==> src/rtl/tern_pkg.sv <==
package tern_pkg;

    typedef enum logic [2:0] {
        ST_IDLE,
        ST_SCAN,
        ST_REQ,
        ST_DATA,
        ST_REDUCE,
        ST_EMIT
    } eng_state_t;

    typedef enum logic [1:0] {
        OP_SKIP,
        OP_ADD,
        OP_SUB
    } lane_op_t;

    localparam logic [1:0] WC_ZERO = 2'b00;
    localparam logic [1:0] WC_POS  = 2'b01;
    localparam logic [1:0] WC_RSV  = 2'b10;
    localparam logic [1:0] WC_NEG  = 2'b11;

    // Reserved code decodes as zero
    function automatic lane_op_t decode_w(input logic [1:0] code);
        case (code)
            WC_POS:  return OP_ADD;
            WC_NEG:  return OP_SUB;
            default: return OP_SKIP;
        endcase
    endfunction

endpackage

==> src/rtl/tern_act_buf.sv <==
module tern_act_buf #(
    parameter int LANES = 8,
    parameter int ACT_W = 8,
    parameter int COLS  = 32
) (
    input  logic                     clk,
    input  logic                     wr_en,
    input  logic                     wr_bank,
    input  logic [$clog2(COLS)-1:0]  wr_idx,
    input  logic [ACT_W-1:0]         wr_data,
    input  logic                     rd_bank,
    input  logic [$clog2(COLS/LANES)-1:0] rd_blk,
    output logic [LANES*ACT_W-1:0]   rd_data
);
    localparam int LW = $clog2(LANES);

    logic [ACT_W-1:0] mem [2][COLS];

    always_ff @(posedge clk) begin
        if (wr_en) mem[wr_bank][wr_idx] <= wr_data;
    end

    for (genvar g = 0; g < LANES; g++) begin : g_rd
        assign rd_data[g*ACT_W +: ACT_W] = mem[rd_bank][{rd_blk, LW'(g)}];
    end

endmodule

==> src/rtl/tern_lane_array.sv <==
module tern_lane_array
    import tern_pkg::*;
#(
    parameter int LANES = 8,
    parameter int ACT_W = 8,
    parameter int ACC_W = 20
) (
    input  logic                   clk,
    input  logic                   rst_n,
    input  logic                   clr,
    input  logic                   en,
    input  logic [LANES*ACT_W-1:0] acts,
    input  logic [2*LANES-1:0]     wts,
    output logic [LANES*ACC_W-1:0] sums
);
    localparam logic signed [ACC_W:0] HI = {2'b00, {(ACC_W-1){1'b1}}};
    localparam logic signed [ACC_W:0] LO = {2'b11, {(ACC_W-1){1'b0}}};

    for (genvar g = 0; g < LANES; g++) begin : g_lane
        logic signed [ACC_W-1:0] acc;
        logic signed [ACC_W:0]   ext, cur, nxt;
        logic signed [ACC_W-1:0] sat;

        assign ext = {{(ACC_W+1-ACT_W){acts[g*ACT_W+ACT_W-1]}}, acts[g*ACT_W +: ACT_W]};
        assign cur = {acc[ACC_W-1], acc};

        always_comb begin
            unique case (decode_w(wts[2*g +: 2]))
                OP_ADD:  nxt = cur + ext;
                OP_SUB:  nxt = cur - ext;
                default: nxt = cur;
            endcase
            if (nxt > HI)      sat = HI[ACC_W-1:0];
            else if (nxt < LO) sat = LO[ACC_W-1:0];
            else               sat = nxt[ACC_W-1:0];
        end

        always_ff @(posedge clk) begin
            if (!rst_n || clr) acc <= '0;
            else if (en)       acc <= sat;
        end

        assign sums[g*ACC_W +: ACC_W] = acc;
    end

endmodule

==> src/rtl/tern_reduce.sv <==
module tern_reduce #(
    parameter int LANES = 8,
    parameter int ACC_W = 20
) (
    input  logic [LANES*ACC_W-1:0] sums,
    output logic [ACC_W-1:0]       total
);
    localparam int SW = ACC_W + $clog2(LANES);
    localparam logic signed [SW-1:0] HI = {{(SW-ACC_W+1){1'b0}}, {(ACC_W-1){1'b1}}};
    localparam logic signed [SW-1:0] LO = {{(SW-ACC_W+1){1'b1}}, {(ACC_W-1){1'b0}}};

    // Heap-ordered balanced tree: leaves at LANES-1 .. 2*LANES-2, root at 0
    logic signed [SW-1:0] node [2*LANES-1];

    always_comb begin
        for (int k = 0; k < LANES; k++) begin
            node[LANES-1+k] = {{(SW-ACC_W){sums[k*ACC_W+ACC_W-1]}}, sums[k*ACC_W +: ACC_W]};
        end
        for (int k = LANES-2; k >= 0; k--) begin
            node[k] = node[2*k+1] + node[2*k+2];
        end
        if (node[0] > HI)      total = HI[ACC_W-1:0];
        else if (node[0] < LO) total = LO[ACC_W-1:0];
        else                   total = node[0][ACC_W-1:0];
    end

endmodule

==> src/rtl/tern_mv_engine.sv <==
module tern_mv_engine
    import tern_pkg::*;
#(
    parameter int LANES = 8,
    parameter int ACT_W = 8,
    parameter int ACC_W = 20,
    parameter int ROWS  = 4,
    parameter int COLS  = 32
) (
    input  logic                                 clk,
    input  logic                                 rst_n,
    input  logic                                 start,
    input  logic [ROWS*(COLS/LANES)-1:0]         zero_map,
    input  logic                                 act_wr_en,
    input  logic [$clog2(COLS)-1:0]              act_wr_idx,
    input  logic [ACT_W-1:0]                     act_wr_data,
    output logic                                 req_valid,
    input  logic                                 req_ready,
    output logic [$clog2(ROWS*(COLS/LANES))-1:0] req_addr,
    input  logic                                 wdat_valid,
    output logic                                 wdat_ready,
    input  logic [2*LANES-1:0]                   wdat,
    output logic                                 res_valid,
    output logic [ACC_W-1:0]                     res_data,
    output logic [$clog2(ROWS)-1:0]              res_row,
    output logic                                 res_last,
    output logic                                 busy
);
    localparam int BPR  = COLS / LANES;
    localparam int NBLK = ROWS * BPR;
    localparam int BW   = $clog2(BPR);
    localparam int RW   = $clog2(ROWS);

    eng_state_t st, nxt;
    logic [RW-1:0]    row;
    logic [BW-1:0]    blk;
    logic [NBLK-1:0]  zmap_q;
    logic             cb;
    logic [ACC_W-1:0] res_q;

    logic [RW+BW-1:0] cur_addr;
    logic             flag, last_blk, last_row;
    logic [LANES*ACT_W-1:0] acts;
    logic [LANES*ACC_W-1:0] sums;
    logic [ACC_W-1:0]       total;
    logic                   lane_en, lane_clr;

    assign cur_addr = {row, blk};
    assign flag     = zmap_q[cur_addr];
    assign last_blk = (blk == BW'(BPR-1));
    assign last_row = (row == RW'(ROWS-1));

    tern_act_buf #(.LANES(LANES), .ACT_W(ACT_W), .COLS(COLS)) u_buf (
        .clk(clk), .wr_en(act_wr_en), .wr_bank(~cb), .wr_idx(act_wr_idx),
        .wr_data(act_wr_data), .rd_bank(cb), .rd_blk(blk), .rd_data(acts)
    );

    tern_lane_array #(.LANES(LANES), .ACT_W(ACT_W), .ACC_W(ACC_W)) u_lanes (
        .clk(clk), .rst_n(rst_n), .clr(lane_clr), .en(lane_en),
        .acts(acts), .wts(wdat), .sums(sums)
    );

    tern_reduce #(.LANES(LANES), .ACC_W(ACC_W)) u_tree (
        .sums(sums), .total(total)
    );

    // State register
    always_ff @(posedge clk) begin
        if (!rst_n) st <= ST_IDLE;
        else        st <= nxt;
    end

    // Next-state logic
    always_comb begin
        nxt = st;
        unique case (st)
            ST_IDLE:   if (start) nxt = ST_SCAN;
            ST_SCAN:   if (!flag)     nxt = ST_REQ;
                       else if (last_blk) nxt = ST_REDUCE;
            ST_REQ:    if (req_ready) nxt = ST_DATA;
            ST_DATA:   if (wdat_valid) nxt = last_blk ? ST_REDUCE : ST_SCAN;
            ST_REDUCE: nxt = ST_EMIT;
            ST_EMIT:   nxt = last_row ? ST_IDLE : ST_SCAN;
            default:   nxt = ST_IDLE;
        endcase
    end

    // Outputs
    always_comb begin
        req_valid  = 1'b0;
        wdat_ready = 1'b0;
        res_valid  = 1'b0;
        lane_en    = 1'b0;
        lane_clr   = 1'b0;
        unique case (st)
            ST_IDLE:   lane_clr = 1'b1;
            ST_SCAN:   ;
            ST_REQ:    req_valid = 1'b1;
            ST_DATA:   begin wdat_ready = 1'b1; lane_en = wdat_valid; end
            ST_REDUCE: ;
            ST_EMIT:   begin res_valid = 1'b1; lane_clr = 1'b1; end
            default:   ;
        endcase
    end

    assign busy     = (st != ST_IDLE);
    assign req_addr = cur_addr;
    assign res_data = res_q;
    assign res_row  = row;
    assign res_last = res_valid && last_row;

    // Datapath registers
    always_ff @(posedge clk) begin
        if (!rst_n) begin
            row    <= '0;
            blk    <= '0;
            zmap_q <= '0;
            cb     <= 1'b0;
            res_q  <= '0;
        end else begin
            unique case (st)
                ST_IDLE: if (start) begin
                    zmap_q <= zero_map;
                    cb     <= ~cb;
                    row    <= '0;
                    blk    <= '0;
                end
                ST_SCAN: if (flag && !last_blk) blk <= blk + 1'b1;
                ST_DATA: if (wdat_valid && !last_blk) blk <= blk + 1'b1;
                ST_REDUCE: res_q <= total;
                ST_EMIT: begin
                    blk <= '0;
                    row <= row + 1'b1;
                end
                default: ;
            endcase
        end
    end

    // Assertions
    assert_req_hold_R5: assert property (@(posedge clk) disable iff (!rst_n)
        req_valid && !req_ready |=> req_valid && $stable(req_addr));

    assert_no_flagged_req_R4: assert property (@(posedge clk) disable iff (!rst_n)
        req_valid |-> !zmap_q[req_addr]);

    assert_single_strobe_R8: assert property (@(posedge clk) disable iff (!rst_n)
        res_valid |=> !res_valid);

    assert_last_row_R8: assert property (@(posedge clk) disable iff (!rst_n)
        res_last |-> res_row == RW'(ROWS-1));

    assert_start_ignored_R10: assert property (@(posedge clk) disable iff (!rst_n)
        busy && start |=> cb == $past(cb) && zmap_q == $past(zmap_q));

    assert_idle_after_reset_R9: assert property (@(posedge clk)
        $rose(rst_n) |-> !busy && !res_valid && !req_valid);

endmodule

==> config.mk <==
export PLATFORM = sky130hd
export DESIGN_NAME = tern_mv_engine
export DESIGN_NICKNAME = d
export VERILOG_FILES = /design/src/rtl/tern_pkg.sv /design/src/rtl/tern_act_buf.sv /design/src/rtl/tern_lane_array.sv /design/src/rtl/tern_reduce.sv /design/src/rtl/tern_mv_engine.sv
export SDC_FILE = /design/constraint.sdc
export NUM_CORES = 2
export LEC_CHECK = 0
export ABC_AREA = 1
export CAP_MARGIN = 20
export CORE_MARGIN = 2
export CORE_UTILIZATION = 32
export CTS_BUF_LIST = sky130_fd_sc_hd__clkbuf_2 sky130_fd_sc_hd__clkbuf_4 sky130_fd_sc_hd__clkbuf_8
export DETAILED_ROUTE_END_ITERATION = 6
export PLACE_DENSITY = 0.54
export SLEW_MARGIN = 20
export SYNTH_ARGS = -nofsm -noshare
export SYNTH_HDL_FRONTEND = slang
export SYNTH_SLANG_ARGS = --single-unit
==> constraint.sdc <==
create_clock -name clk -period 6.49 [get_ports clk]
set_input_delay 1.298 -clock clk [delete_from_list [all_inputs] [get_ports clk]]
set_output_delay 1.298 -clock clk [all_outputs]
set_load 0.02 [all_outputs]
**Yosys cells after proc, flatten, opt, wreduce, memory -nomap -nowiden**

Memories as Yosys holds them, arrays and structs flattened. A register that Yosys moved wholly into a read port is not among the register bits.
Index checks and enable logic that the tools add are counted.

- Bits in registers: 204
- Bits in latches: 0
- Bits in writable memories: 512
- ROM bits: 0
- Input bits: 51
- Output and inout bits: 31
- Memories: 1

Memory list:

| memory | depth | width | read ports | clocked after Yosys merged registers in | write ports | RTL line | source |
|---|---|---|---|---|---|---|---|
| u_buf.mem | 2 | 256 | 1 | 1 | 1 | tern_act_buf.sv:17 | `logic [ACT_W-1:0] mem [2][COLS];` |

- Add/subtract/negate cells: 25
- Multiply operators: 0
- Div/mod/pow operators: 0
- Order comparisons: 29
- Eq/ne operators: 45
- Shift operators: 0
- Mux-type cells: 84
- Bitwise operators: 10
- Reduce and logical (&&, ||, !) cells: 16

Operator list:

| cell | number |
|---|---|
| 20-bit two-way mux | 18 |
| 21-bit case mux with 2 select lines | 8 |
| 8-bit binary-select mux with 5-bit select | 8 |
| 256-bit two-way mux | 1 |
| 20-bit by 8-bit adder with 21-bit output | 8 |
| 21-bit by 20-bit > comparator with 1-bit output, second input constant | 8 |
| 21-bit by 20-bit less-than comparator with 1-bit output, second input constant | 8 |
| 20-bit by 8-bit subtractor with 21-bit output | 8 |
| 8-bit two-way mux | 17 |
| 20-bit by 20-bit adder with 21-bit output | 4 |
| 23-bit adder | 3 |
| 6-bit greater-or-equal comparator, second input constant | 9 |
| 5-bit NOT with 6-bit output | 9 |
| 8-bit demux with 5-bit select | 1 |
| 2-bit == test, second input constant | 18 |
| 2-bit case mux with 2 select lines | 9 |
| 2-bit by 1-bit == test with 1-bit output, second input constant | 16 |
| 23-bit by 20-bit > comparator with 1-bit output, second input constant | 1 |
| 23-bit by 20-bit less-than comparator with 1-bit output, second input constant | 1 |
| 3-bit two-way mux | 6 |
| 3-bit case mux with 6 select lines | 1 |
| 1-bit two-way mux | 10 |
| 2-bit != test, second input constant | 5 |
| 2-bit case mux with 4 select lines | 1 |
| other kinds (20) | 31 |

**Logic depth before layout (Yosys ltp)**

- Depth in word-level cells: 9
- Gate-level depth with buffers: 36

**By module**

A second synthesis with hierarchy kept.

- Cell total of the unflattened synthesis: 6814
- Area, all modules: 50213.2 µm²

By module, submodules not included:

| module | instances | cells an instance | area each (µm²) | sequential area each (µm²) |
|---|---|---|---|---|
| tern_act_buf | 1 | 2323 | 22703.0 | 15374.7 |
| tern_lane_array | 1 | 3610 | 20896.3 | 3203.1 |
| tern_reduce | 1 | 612 | 4715.8 | 0.0 |
| tern_mv_engine | 1 | 269 | 1898.1 | 880.8 |

**Worst setup path before layout**

OpenSTA, ideal clock, no wires.

- Path kind: register to register
- From: reg u_lanes.g_lane[6].acc[0]
- To: reg res_q[10], in the netlist res_data[10]
- Setup time: 0.132 ns
- Arrival: 5.659 ns
- Data required time: 6.358 ns
- Path slack: 0.699 ns
- Cell stages (with the launch flop): 30
- Path buffers: 2
- Cells stage by stage: dfxtp_1 -> ha_1 -> inv_1 -> fa_1 -> nand3b_1 -> nand2_1 -> a21oi_1 -> o21ai_0 -> a21boi_0 -> o21ai_0 -> a21boi_0 -> o21ai_0 -> a21oi_1 -> nand2_1 -> nand2_1 -> fa_1 -> inv_1 -> fa_1 -> ha_1 -> nand2_1 -> nor4_1 -> nand4_1 -> nand3_1 -> xor2_1 -> nand2_1 -> nor2_1 -> o21a_1 -> clkbuf_1 -> clkbuf_1 -> a21oi_1

- Cells in the longest elaborated chain, start to end: 6

Ends and longest elaborated chain:

| item | RTL line | source |
|---|---|---|
| start, declared | tern_lane_array.sv:20 | `logic signed [ACC_W-1:0] acc;` |
| start signal, assigned | tern_lane_array.sv:40 | `else if (en) acc <= sat;` |
| 20-bit by 20-bit adder with 21-bit output * | tern_reduce.sv:20 | `node[k] = node[2*k+1] + node[2*k+2];` |
| 23-bit adder * (2 in a row) | tern_reduce.sv:20 |  |
| 23-bit by 20-bit less-than comparator with 1-bit output | tern_reduce.sv:23 | `else if (node[0] < LO) total = LO[ACC_W-1:0];` |
| 20-bit two-way mux | tern_reduce.sv:23 |  |
| 20-bit two-way mux * | tern_reduce.sv:22 | `if (node[0] > HI) total = HI[ACC_W-1:0];` |
| end signal, assigned | tern_mv_engine.sv:130 | `ST_REDUCE: res_q <= total;` |
| end, declared | tern_mv_engine.sv:39 | `logic [ACC_W-1:0] res_q;` |

Mark *: on every way between the ends. The rest lies on a longest branch, timed or not.
A chain may end at the register's enable or synchronous reset.

**Final worst setup path**

- From: reg u_lanes.g_lane[7].acc[0]
- To: reg res_q[10], in the netlist res_data[10]

- Cells in the longest elaborated chain, start to end: 6

Ends and longest elaborated chain:

| item | RTL line |
|---|---|
| start, declared | tern_lane_array.sv:20 |
| start signal, assigned | tern_lane_array.sv:40 |
| 20-bit by 20-bit adder with 21-bit output * | tern_reduce.sv:20 |
| 23-bit adder * (2 in a row) | tern_reduce.sv:20 |
| 23-bit by 20-bit less-than comparator with 1-bit output | tern_reduce.sv:23 |
| 20-bit two-way mux | tern_reduce.sv:23 |
| 20-bit two-way mux * | tern_reduce.sv:22 |

Marked as above.

==> impl_metrics.json <==
{
  "required_ns": 7.19,
  "path_clk_slew_ns": 0.06,
  "grt_pass1_vias": 38100,
  "synth_top_area_share": 0.331,
  "grt.total_usage": 0.193,
  "path_class": "flop to flop",
  "maxCapViolCount": 0,
  "ir_drop_uv": 266,
  "p_seq_frac": 0.290,
  "start_util": 0.323,
  "slew_violations": 0,
  "fin_skew_ns": 0.0721,
  "cts_sinks": 717,
  "finalWirelength_um": 145000,
  "via_per_inst": 5.11,
  "worst_setup_path_end_kind": "flop",
  "pwr-share-clk": 0.273,
  "grt_start_max_net_pins": 99,
  "rr_startpoint": "u_lanes.g_lane[7].acc[0]",
  "ctsResizeCount": 0,
  "hold_buffers": 0,
  "rsz0062_at_grt": "no",
  "fin_hold_ws_ns": 0.455,
  "syn_to_final_growth_pct": 12.9,
  "p_sw_frac": 0.428,
  "cpMaxStageDelayCell": "fa_1",
  "finalWorstSetupSlack_ns": 0.500,
  "p_sw_w": 0.00749,
  "io_buffers": 81,
  "hold_start": "zmap_q[2]",
  "fin_crit_sh": 0.923,
  "post-place-ws_ns": 0.0544,
  "reg2reg_depth": 28,
  "seq_area_frac_synth": 0.419,
  "start_kind": "flop",
  "ys_types": 52,
  "synthTopCellsByArea": "edfxtp_1, nand2_1, dfxtp_1, ha_1, o21ai_0",
  "min_to": "zmap_q[2]",
  "final.setup.tns_ns": 0,
  "relSlewSlack": 0.348,
  "top_level_ports": 82,
  "max_freq_mhz": 167,
  "vias": 40000,
  "post-cts-setup-buffers": 0,
  "layout.nets": 6213,
  "htree_num_levels": 4,
  "r2r_end": "res_data[10]",
  "drive_gt1_frac": 0.0820,
  "p_int_w": 0.0100,
  "die_h_um": 385,
  "synth_edf_count": 512,
  "place_hpwl_um": 104000,
  "worstMarginPinSlew_ns": 0.973,
  "overflow": 0,
  "yosys.area.top_type": "edfxtp_1",
  "numCtsBuffers": 138,
  "netlist_instances": 5696,
  "crit_fanout": 19,
  "ys_ff_latch": 717,
  "root_buffer": "clkbuf_8",
  "avgRoutedWirePerCell_um": 18.6,
  "coreArea_mm2": 0.144,
  "startpoint": "u_lanes.g_lane[7].acc[0]",
  "min_delay_path_depth": 2,
  "die_area_mm2": 0.148,
  "fp-row-count": 139,
  "hold_class": "flop to flop",
  "ant_nets": 0,
  "synthArstFlopShare": 0,
  "die_w_um": 385,
  "avgSynthCellArea_um2": 8.16,
  "status": "finished, final reports clean",
  "yosys_warnings": 0,
  "syn_nets": 6090,
  "cts_tree": "done",
  "p_leak_nw": 21.9,
  "fin_crit_ns": 5.99,
  "cp_data_arrival_time_ns": 6.69,
  "ys_top_cells_by_count": "nand2_1, o21ai_0, nor2_1",
  "ys.flop_type": "edfxtp_1",
  "combPwrFrac": 0.437,
  "antenna_found_initial": 7,
  "setup_violations": 0,
  "drc": 0,
  "insertion_delay_ns": 0.88,
  "reg2reg_setup_slack_ns": 0.50,
  "drtIter0Drc": 3054,
  "post-route-util": 0.365,
  "clockBufferDepth": 3,
  "place_congestion": 0.944,
  "grt_pass1_wl_um": 224000,
  "hold_violations": 0,
  "total_power_w": 0.0175,
  "slowest_delay_ns": 0.56,
  "drtPass1Iterations": 7,
  "power_per_cell_area_mw_per_mm2": 334,
  "syn_area_mm2": 0.0465,
  "yosys.cell_count.top_type": "nand2_1"
}
[layout by cell type (no fill, tap or decap), types with 150 or more instances in the layout]
cell / n
nand2_1: 1269
clkbuf_8: 150
ha_1: 288
nand3_1: 219
edfxtp_1: 512
a21oi_1: 494
dfxtp_1: 202
o21ai_0: 592
nor2_1: 555
inv_1: 434
[critical path: cells and delay by family (launching register included)]
family	cells	cell delay [ns]
AOI/OAI and AO/OA	8	1.39
DFF	1	0.38
and+or+nand+nor	8	1.28
buffers and inverters	5	0.47
xor gates and xnor gates	2	0.34
adders and majority gates	5	2.00
[layer usage]
layer  up-vias  global-route usage  wire length [um]
li1      19800                   -                 -
met2       987               0.305             64900
met1     19000               0.270             69300
met4         2              0.0563              3450
met5         -                   0                13
met3       207              0.0313              7750
[metrics by stage]
step | instances | area, um^2
global route | 7828 | 52500
finish | 7829 | 52500
CTS | 7827 | 52500
detailed placement | 7582 | 49600
floorplan | 5696 | 46500
global placement | 7582 | 49600
[power groups by stage]
stage	registers, W	logic (W)	clock network, W
final	0.00508	0.00766	0.00478
after global routing	0.00509	0.00858	0.00509
after CTS	0.00508	0.00762	0.00491
after detailed placement	0.00518	0.00759	0
after global placement	0.00517	0.00756	0
after floorplan	0.00514	0.00545	0
[final cells by class]
type / instances / area, um^2
antenna: 2 / 5.00
clock buffer: 197 / 2420
clock inverter: 48 / 480
fill: 14800 / 91300
inverter: 464 / 1760
multi-input combinational: 4306 / 24200
sequential: 717 / 19500
tap: 1903 / 2380
timing repair buffer: 192 / 1770
[registers in the layout (all words and copies together) (netlist names), named ones only]
name	cells
cb	1
u_lanes.g_lane.acc	160
res_row	2
res_data	20
blk	2
u_buf.mem	512
st	3
zmap_q	16
[kinds of logic (layout without fill, tap and decap cells)]
group / Yosys count / in the layout / synth area share
buf+inv: 673 / 901 / 0.0617
xor+xnor: 227 / 227 / 0.0428
simple gates: 2305 / 2305 / 0.206
fa+ha+maj: 343 / 343 / 0.101
compound gates: 1397 / 1397 / 0.162
mux: 34 / 34 / 0.00732
other cells: 0 / 2 / 0
flops: 717 / 717 / 0.419
[how the worst max path moves through the flow]
stage	endpoint	slack, ns
detailed placement	res_data[12]	0.05
floorplan	res_data[10]	0.70
CTS	res_data[12]	0.03
global placement	res_data[17]	0.14
finish	res_data[10]	0.50
global route	res_data[18]	0.06
Power figures use the tool's default switching activity.
